`config.mk`:
```
export PLATFORM = sky130hd
export DESIGN_NAME = uart_frame_tx
export DESIGN_NICKNAME = d
export VERILOG_FILES = /design/src/rtl/uart_tx_pkg.sv /design/src/rtl/uart_tx_framer.sv /design/src/rtl/uart_tx_bittimer.sv /design/src/rtl/uart_tx_serializer.sv /design/src/rtl/uart_frame_tx.sv
export SDC_FILE = /design/constraint.sdc
export NUM_CORES = 1
export LEC_CHECK = 0
export ABC_AREA = 1
export BUFFER_PORTS_ARGS = -buffer_cell sky130_fd_sc_hd__buf_2
export CAP_MARGIN = 10
export CORE_MARGIN = 2
export CORE_UTILIZATION = 42
export CTS_BUF_LIST = sky130_fd_sc_hd__clkbuf_2 sky130_fd_sc_hd__clkbuf_4 sky130_fd_sc_hd__clkbuf_8
export DETAILED_ROUTE_END_ITERATION = 10
export SYNTH_ARGS = -nofsm -noshare
export SYNTH_HDL_FRONTEND = slang
export SYNTH_HIERARCHICAL = 1
export SYNTH_SLANG_ARGS = --single-unit
```
`constraint.sdc`:
```
create_clock -name clk -period 4 [get_ports clk]
set_clock_uncertainty 0.05 [all_clocks]
set_input_delay 0.2 -clock clk [delete_from_list [all_inputs] [get_ports clk]]
set_output_delay 0.2 -clock clk [all_outputs]
set_load 0.005 [all_outputs]
```
`src/rtl/uart_tx_pkg.sv`:
```
package uart_tx_pkg;

  typedef enum logic [1:0] {
    WL_7   = 2'b00,
    WL_8   = 2'b01,
    WL_9   = 2'b10,
    WL_RSV = 2'b11
  } wlen_e;

  typedef struct packed {
    wlen_e wlen;
    logic  par_en;
    logic  par_odd;
  } fmt_t;

  function automatic int data_len(wlen_e w);
    case (w)
      WL_7:    return 7;
      WL_9:    return 9;
      default: return 8;
    endcase
  endfunction

endpackage

```
`src/rtl/uart_tx_framer.sv`:
```
module uart_tx_framer
  import uart_tx_pkg::*;
#(
  parameter int DATA_W  = 9,
  parameter int FRAME_W = DATA_W + 3,
  parameter int CNT_W   = $clog2(FRAME_W + 1)
) (
  input  logic [DATA_W-1:0]  data,
  input  fmt_t               fmt,
  output logic [FRAME_W-1:0] frame,
  output logic [CNT_W-1:0]   nbits
);

  int                ndata;
  logic [DATA_W-1:0] masked;
  logic              par_bit;

  assign ndata = data_len(fmt.wlen);

  for (genvar g = 0; g < DATA_W; g++) begin : g_mask
    assign masked[g] = data[g] & (g < ndata);
  end

  assign par_bit = fmt.par_odd ? ~(^masked) : (^masked);

  always_comb begin
    frame    = '1;
    frame[0] = 1'b0;
    for (int i = 0; i < DATA_W; i++) begin
      if (i < ndata) frame[i+1] = data[i];
    end
    if (fmt.par_en) frame[ndata+1] = par_bit;
  end

  assign nbits = CNT_W'(ndata + 2 + int'(fmt.par_en));

  always_comb begin
    a_len_r4: assert (ndata >= 7 && ndata <= DATA_W);
  end

endmodule

```
`src/rtl/uart_tx_bittimer.sv`:
```
module uart_tx_bittimer #(
  parameter int DIV_W   = 16,
  parameter int MIN_DIV = 16
) (
  input  logic             clk,
  input  logic             rst,
  input  logic             load,
  input  logic [DIV_W-1:0] div_in,
  input  logic             run,
  input  logic             reload,
  input  logic             reload_short,
  output logic             tick
);

  localparam logic [DIV_W-1:0] FLOOR = DIV_W'(MIN_DIV);

  logic [DIV_W-1:0] div_q;
  logic [DIV_W-1:0] cnt;
  logic [DIV_W-1:0] clamp;

  assign clamp = (div_in < FLOOR) ? FLOOR : div_in;

  always_ff @(posedge clk) begin
    if (rst) begin
      div_q <= FLOOR;
      cnt   <= '0;
    end else if (load) begin
      div_q <= clamp;
      cnt   <= clamp - 1'b1;
    end else if (reload) begin
      cnt <= reload_short ? (div_q - 2'd2) : (div_q - 1'b1);
    end else if (run && cnt != '0) begin
      cnt <= cnt - 1'b1;
    end
  end

  assign tick = run && (cnt == '0);

  p_div_floor_r7: assert property (@(posedge clk) disable iff (rst)
    run |-> div_q >= FLOOR);

  p_cnt_range_r6: assert property (@(posedge clk) disable iff (rst)
    run |-> cnt < div_q);

  p_div_hold_r8: assert property (@(posedge clk) disable iff (rst)
    (run && !load) |=> $stable(div_q));

endmodule

```
`src/rtl/uart_tx_serializer.sv`:
```
module uart_tx_serializer #(
  parameter int FRAME_W = 12,
  parameter int CNT_W   = 4
) (
  input  logic               clk,
  input  logic               rst,
  input  logic               accept,
  input  logic [FRAME_W-1:0] frame,
  input  logic [CNT_W-1:0]   nbits,
  input  logic               tick,
  output logic               busy,
  output logic               tx,
  output logic               reload,
  output logic               reload_short
);

  logic [FRAME_W-1:0] sh;
  logic [CNT_W-1:0]   left;

  always_ff @(posedge clk) begin
    if (rst) begin
      busy <= 1'b0;
      tx   <= 1'b1;
      sh   <= '1;
      left <= '0;
    end else if (accept) begin
      busy <= 1'b1;
      tx   <= frame[0];
      sh   <= {1'b1, frame[FRAME_W-1:1]};
      left <= nbits - 1'b1;
    end else if (tick) begin
      if (left == '0) begin
        busy <= 1'b0;
        tx   <= 1'b1;
      end else begin
        tx   <= sh[0];
        sh   <= {1'b1, sh[FRAME_W-1:1]};
        left <= left - 1'b1;
      end
    end
  end

  assign reload       = tick && (left != '0);
  assign reload_short = (left == CNT_W'(1));

  p_idle_high_r1: assert property (@(posedge clk) disable iff (rst)
    !busy |-> tx);

  p_no_accept_busy_r2: assert property (@(posedge clk) disable iff (rst)
    accept |-> !busy);

  p_busy_after_accept_r2: assert property (@(posedge clk) disable iff (rst)
    accept |=> busy);

  p_start_low_r3: assert property (@(posedge clk) disable iff (rst)
    accept |=> !tx);

  p_left_bound_r4: assert property (@(posedge clk) disable iff (rst)
    left < CNT_W'(FRAME_W));

endmodule

```
`src/rtl/uart_frame_tx.sv`:
```
module uart_frame_tx
  import uart_tx_pkg::*;
#(
  parameter int DATA_W  = 9,
  parameter int DIV_W   = 16,
  parameter int MIN_DIV = 16
) (
  input  logic              clk,
  input  logic              rst,
  input  logic              in_valid,
  output logic              in_ready,
  input  logic [DATA_W-1:0] in_data,
  input  logic [1:0]        cfg_wlen,
  input  logic              cfg_par_en,
  input  logic              cfg_par_odd,
  input  logic [DIV_W-1:0]  cfg_div,
  output logic              tx_line,
  output logic              tx_busy
);

  localparam int FRAME_W = DATA_W + 3;
  localparam int CNT_W   = $clog2(FRAME_W + 1);

  fmt_t               fmt;
  logic [FRAME_W-1:0] frame;
  logic [CNT_W-1:0]   nbits;
  logic               accept;
  logic               busy;
  logic               tick;
  logic               reload;
  logic               reload_short;

  assign fmt    = '{wlen: wlen_e'(cfg_wlen), par_en: cfg_par_en, par_odd: cfg_par_odd};
  assign accept = in_valid && !busy;

  uart_tx_framer #(.DATA_W(DATA_W), .FRAME_W(FRAME_W), .CNT_W(CNT_W)) u_framer (
    .data  (in_data),
    .fmt   (fmt),
    .frame (frame),
    .nbits (nbits)
  );

  uart_tx_bittimer #(.DIV_W(DIV_W), .MIN_DIV(MIN_DIV)) u_timer (
    .clk          (clk),
    .rst          (rst),
    .load         (accept),
    .div_in       (cfg_div),
    .run          (busy),
    .reload       (reload),
    .reload_short (reload_short),
    .tick         (tick)
  );

  uart_tx_serializer #(.FRAME_W(FRAME_W), .CNT_W(CNT_W)) u_ser (
    .clk          (clk),
    .rst          (rst),
    .accept       (accept),
    .frame        (frame),
    .nbits        (nbits),
    .tick         (tick),
    .busy         (busy),
    .tx           (tx_line),
    .reload       (reload),
    .reload_short (reload_short)
  );

  assign in_ready = !busy;
  assign tx_busy  = busy;

  p_end_ready_r9: assert property (@(posedge clk) disable iff (rst)
    $fell(tx_busy) |-> in_ready && tx_line);

endmodule

```
==> metrics, run 1 <==
Area Overhead vs Synth 6.87%; Residual DRC 0; Hold EP u_ser/sh[1]; Setup violations, final 0; Die Wd 101 um; Post-Syn Instances 643; CTS tree built; placed insts 759; Slew headroom 49.7%; WS Path Type reg2reg; Pins Over Slew Limit 0; Worst Reg-to-Reg Cells 16; Synth top area share 24.7%; Ports 35; GP Congestion 0.917; die footprint 10300 um2; Ys Warns 6; placed cell area 4130 um2; design area 4250 um2; top cells by area, synth dfxtp_1, nand2_1, nand3_1; Tot Pwr 1450 uW; maximum buffer depth of the clock tree 2; ratio of cells with drive above 1 in the final layout 15.5%; HP Start in_data[1]; Initial Util 43.2%; Seq/Total Area, Yosys 24.7%; Rows 35; syn_area_per_cell 6.18 um2; fin crit share 83.0%; CP Capture Type flop; crit-path max FO 29; Routed Antenna Nets 0; Synth Flop Type dfxtp_1; wire length of the first global-routing pass 17700 um; number of global-route vias before repair 3778; cts bufs inserted 5; top post-synthesis cells by count nand2_1, nand3_1, inv_1; M3 GR Usage 2.97%; clk sink count 49; reg2reg start u_timer/cnt[0]; worst reg2reg endpoint u_timer/cnt[6]; fmax 301 MHz; Post-synth EDFFs 0; most frequent cell after synthesis nand2_1; die height 101 um; ANT cells 0; drt pass-1 iters 5; Final Critical Period 3320 ps; number of distinct library cells after synthesis 51; hold path depth 3; static leakage 0.00206 uW; Async S/R FF share, synth 0%; Port Buffers 34; clk_lat worst skew 310 ps; Clock transition at path regs 100 ps; Max IR drop VDD 0.155 mV; Slew @ Worst Pin 754 ps; Nets 697; All-Layer GR Usage 21.8%; post-route insts no fill 767; outcome finished, final reports clean; met1 global-route usage 26.8%; final setup TNS 0 ps; Hold-fix buffers, CTS 0; Hold Path Class in2reg; register bit total from synthesis 49; total wire length 10700 um; area leader, netlist dfxtp_1; Iter 0 DRT Violations 214; H-tree depth 2; CP Data Required Time 4150 ps; gr ovfl total 0; r2r setup slk 680 ps; # resized after CTS 0; initial antenna violation count 0; via/cell ratio 5.27; Via Count 4041; endpoints failing hold 0; Placeable Area 9200 um2; met2 Resource Use GR 38.9%; setup bufs post-CTS 0; wire per inst 13.9 um; largest net degree at the start of global routing 61; maxcap violations 0; CTS root buffer clkbuf_8; unrepaired setup endpoints after global routing false; WP data arrival 3470 ps; Top Usage Layer GRT met2; Pwr Density 342 nW/um2; post-DP HPWL 8050 um; startpoint types flop; Mapped Area 3970 um2
flip-flops by register name (all words and copies together) (netlist names):
signal and cells:
u_ser/busy 1, u_ser/left 4, u_ser/sh 11, u_ser/tx 1
u_timer/cnt 16, u_timer/div_q 16
worst max-delay path by stage:
stage	from	endpoint	slack (ps)	cells past startpoint
after floorplan	u_timer/cnt[0]	u_timer/cnt[3]	1370	17
after global placement	u_timer/cnt[0]	u_timer/cnt[6]	830	16
after detailed placement	u_timer/cnt[0]	u_timer/cnt[6]	690	16
after CTS	u_timer/cnt[0]	u_timer/cnt[6]	690	16
after global routing	u_timer/cnt[0]	u_timer/cnt[6]	260	16
final	u_timer/cnt[0]	u_timer/cnt[6]	680	16
power breakdown:
group	switching (uW)	internal, uW
registers	56.6	539
clock network	180	204
logic	304	168
total	540	911
worst max-delay path, cell delays in order, from the launching register on:
cell and delay (ps):
dfxtp_1 340, inv_1 80, ha_1 200, nand3_1 150, nor2_1 160, nand3b_1 120, nor3_1 170, nand3_1 100
nor2_1 270, nand2_4 100, inv_1 60, buf_4 280, inv_1 290, nand3_2 450, inv_1 170, a21oi_1 150
a21oi_1 80
cell families after synthesis:
group / Yosys count / share of synthesized area, %
xor gates and xnor gates: 9 / 1.98
DFF: 49 / 24.7
other: 2 / 0.189
adders and majority gates: 10 / 3.15
and+or+nand+nor: 334 / 40.2
AOI/OAI and AO/OA: 124 / 17.0
buffers and inverters: 115 / 12.7
final cells by class:
class                      count  area, um2
fill                        1009       4950
multi-input combinational    480       2490
sequential                    49        981
inverter                      82        318
timing repair buffer          37        193
tap                          111        139
clock buffer                   6       82.6
clock inverter                 2       37.5
per-layer routing:
metal / up-vias / part of all wire (%) / wire (um)
met1: 1804 / 45 / 4760
li1: 2118 / - / -
met4: 0 / 2.6 / 276
met2: 98 / 49 / 5200
met5: - / 0 / 0
met3: 21 / 4.1 / 443
stage by stage:
stage / hold WS, ps / setup WS, ps / utilization, %
after floorplan: 262 / 1370 / -
after global routing: 125 / 261 / 46.2
final: 103 / 681 / 46.2
after detailed placement: 395 / 692 / 44.9
after CTS: 95.3 / 686 / 46.2
after global placement: 390 / 831 / 44.9
cells in the final DEF (no fill, tap or decap), types with 5 or more instances in the layout:
| cell type | netlist | layout |
|---|---|---|
| a21oi_1 | 55 | 55 |
| buf_2 | 7 | 34 |
| clkbuf_8 | 0 | 6 |
| dfxtp_1 | 49 | 49 |
| ha_1 | 10 | 10 |
| inv_1 | 70 | 70 |
| inv_2 | 10 | 10 |
| nand2_1 | 128 | 128 |
| nand2_2 | 15 | 15 |
| nand2_4 | 5 | 5 |
| nand3_1 | 72 | 72 |
| nand4_1 | 9 | 9 |
| nor2_1 | 66 | 66 |
| nor2_2 | 11 | 10 |
| nor3_1 | 9 | 9 |
| o21ai_0 | 46 | 46 |
| xor2_1 | 6 | 6 |
No activity file was read; power rests on OpenSTA's default activity.
==> run 2: changes to the inputs <==
clock period = 3.2 ns   (was 4 ns; I/O delays follow)
==> metrics, run 2 (synthesized netlist as in run 1, its figures left out) <==
Pwr Density 410 nW/um2 (was 342 nW/um2); endpoints failing hold 0 (unchanged); final setup TNS 0 ps (unchanged); WS Path Type reg2reg (unchanged); Ports 35 (unchanged); outcome finished, final reports clean (unchanged); initial antenna violation count 0 (unchanged); maximum buffer depth of the clock tree 2 (unchanged); Critical path origin u_timer/cnt[0] (unchanged); static leakage 0.00204 uW (was 0.00206 uW); CP Capture Type flop (unchanged); Pins Over Slew Limit 0 (unchanged); Iter 0 DRT Violations 222 (was 214); Slew @ Worst Pin 745 ps (was 754 ps); startpoint types flop (unchanged); Max IR drop VDD 0.216 mV (was 0.155 mV); Hold Path Class in2reg (unchanged); Clock transition at path regs 100 ps (about the same); Slew headroom 50.3% (was 49.7%); worst reg2reg endpoint u_timer/cnt[6] (unchanged); Area Overhead vs Synth 6.30% (was 6.87%); GP Congestion 0.877 (was 0.917); total wire length 10700 um (about the same); die footprint 10300 um2 (unchanged); Regs by FF count u_timer/cnt x16, u_timer/div_q x16, u_ser/sh x11 (unchanged); Initial Util 43.2% (unchanged); fmax 352 MHz (was 301 MHz); ANT cells 0 (unchanged); crit-path max FO 29 (unchanged); wire length of the first global-routing pass 17900 um (was 17700 um); post-DP HPWL 8020 um (was 8050 um); H-tree depth 2 (unchanged); number of global-route vias before repair 3793 (was 3778); Critical Path End u_timer/cnt[6] (unchanged); CTS tree built (unchanged); Port Buffers 34 (unchanged); Via Count 4123 (was 4041); Tot Pwr 1730 uW (was 1450 uW); fin crit share 88.8% (was 83.0%); Placeable Area 9200 um2 (unchanged); Rows 35 (unchanged); All-Layer GR Usage 21.9% (was 21.8%); Nets 697 (unchanged); drt pass-1 iters 5 (unchanged); hold_ws 64.2 ps (was 103 ps); reg2reg start u_timer/cnt[0] (unchanged); commonest cells after routing, fill and taps aside nand2_1, nand3_1, inv_1 (unchanged); ratio of cells with drive above 1 in the final layout 15.5% (unchanged); Routed Antenna Nets 0 (unchanged); Final Critical Period 2840 ps (was 3320 ps); setup bufs post-CTS 0 (unchanged); die height 101 um (unchanged); cts bufs inserted 5 (unchanged); Worst Reg-to-Reg Cells 15 (was 16); largest net degree at the start of global routing 61 (unchanged); wire per inst 14.0 um (was 13.9 um); CTS root buffer clkbuf_8 (unchanged); WP data arrival 3010 ps (was 3470 ps); hold path depth 3 (unchanged); r2r setup slk 360 ps (was 680 ps); unrepaired setup endpoints after global routing false (unchanged); maxcap violations 0 (unchanged); Setup violations, final 0 (unchanged); via/cell ratio 5.38 (was 5.27); clk_lat worst skew 320 ps (was 310 ps); gr ovfl total 0 (unchanged); Residual DRC 0 (unchanged); clk sink count 49 (unchanged); most common cell after layout, fill and taps aside nand2_1 (unchanged); CP Data Required Time 3360 ps (was 4150 ps); Die Wd 101 um (unchanged)
-- run 2: cell types whose count changed in the layout (fill, tap and decap cells not counted), sizes merged --
| cell | change |
|---|---|
| clkbuf | -1 |
| bufinv | -1 |
| clkinv | +1 |
| inv | +1 |
-- run 2: layout make-up --
class                   count  area [um2]
fillers                  1022        4970
multi-input cells         480        2500
flip-flops and latches     49         981
inverters                  82         318
repair buffers             37         193
well taps                 111         139
clock buffers               5        68.8
clock inverters             3        21.3
-- run 2: worst min path at each step --
stage | slack [ps] | to | from
global route | 80 | u_ser/sh[1] | in_data[1]
global placement | 380 | u_ser/sh[1] | in_data[1]
finish | 60 | u_ser/sh[6] | in_data[6]
floorplan | 220 | u_ser/sh[7] | rst
detailed placement | 400 | u_ser/sh[6] | in_data[6]
CTS | 70 | u_ser/sh[6] | in_data[6]
-- run 2: worst max-delay path, cell delays in order (launching register included) --
cell      delay (ps)
dfxtp_1          350
inv_1             80
ha_1             210
nand3_1          150
nor2_1           160
nand3b_1         110
nor3_1           150
nand3_1          110
nor2_1           260
nand2_4           90
inv_1             70
inv_1            230
nand3_4          360
inv_1            140
a21oi_1          140
a21oi_1           70
-- run 2: timing repair --
action | in CTS | in global routing
hold buffers | 0 | 0
hold endpoints to repair | 0 | 0
endpoints found under the setup margin | 0 | 7
gates resized for setup | 0 | 1
-- run 2: routing by layer --
metal	part of all wire, %	GRT usage (%)	up-vias
met5	0	0	-
li1	-	-	2121
met2	48	39.2	115
met3	5.4	3.59	16
met1	44	26.9	1871
met4	2.4	6.34	0
-- run 2: power breakdown --
part / total [uW] / switching [uW] / internal, uW / leakage, uW
logic: 592 / 381 / 211 / 0.00159
registers: 745 / 71.6 / 673 / 0.000406
clock network: 395 / 239 / 156 / 0.0000445
total: 1730 / 692 / 1040 / 0.00204
-- run 2: per-stage QoR --
step	util (%)	cell area [um2]	setup WS, ps	std cells
6_report	45.9	4220	358	767
5_1_grt	45.9	4220	67.9	767
4_1_cts	45.8	4220	270	767
3_5_place_dp	44.9	4130	279	759
3_3_place_gp	44.9	4130	379	759
2_1_floorplan	-	3980	571	644
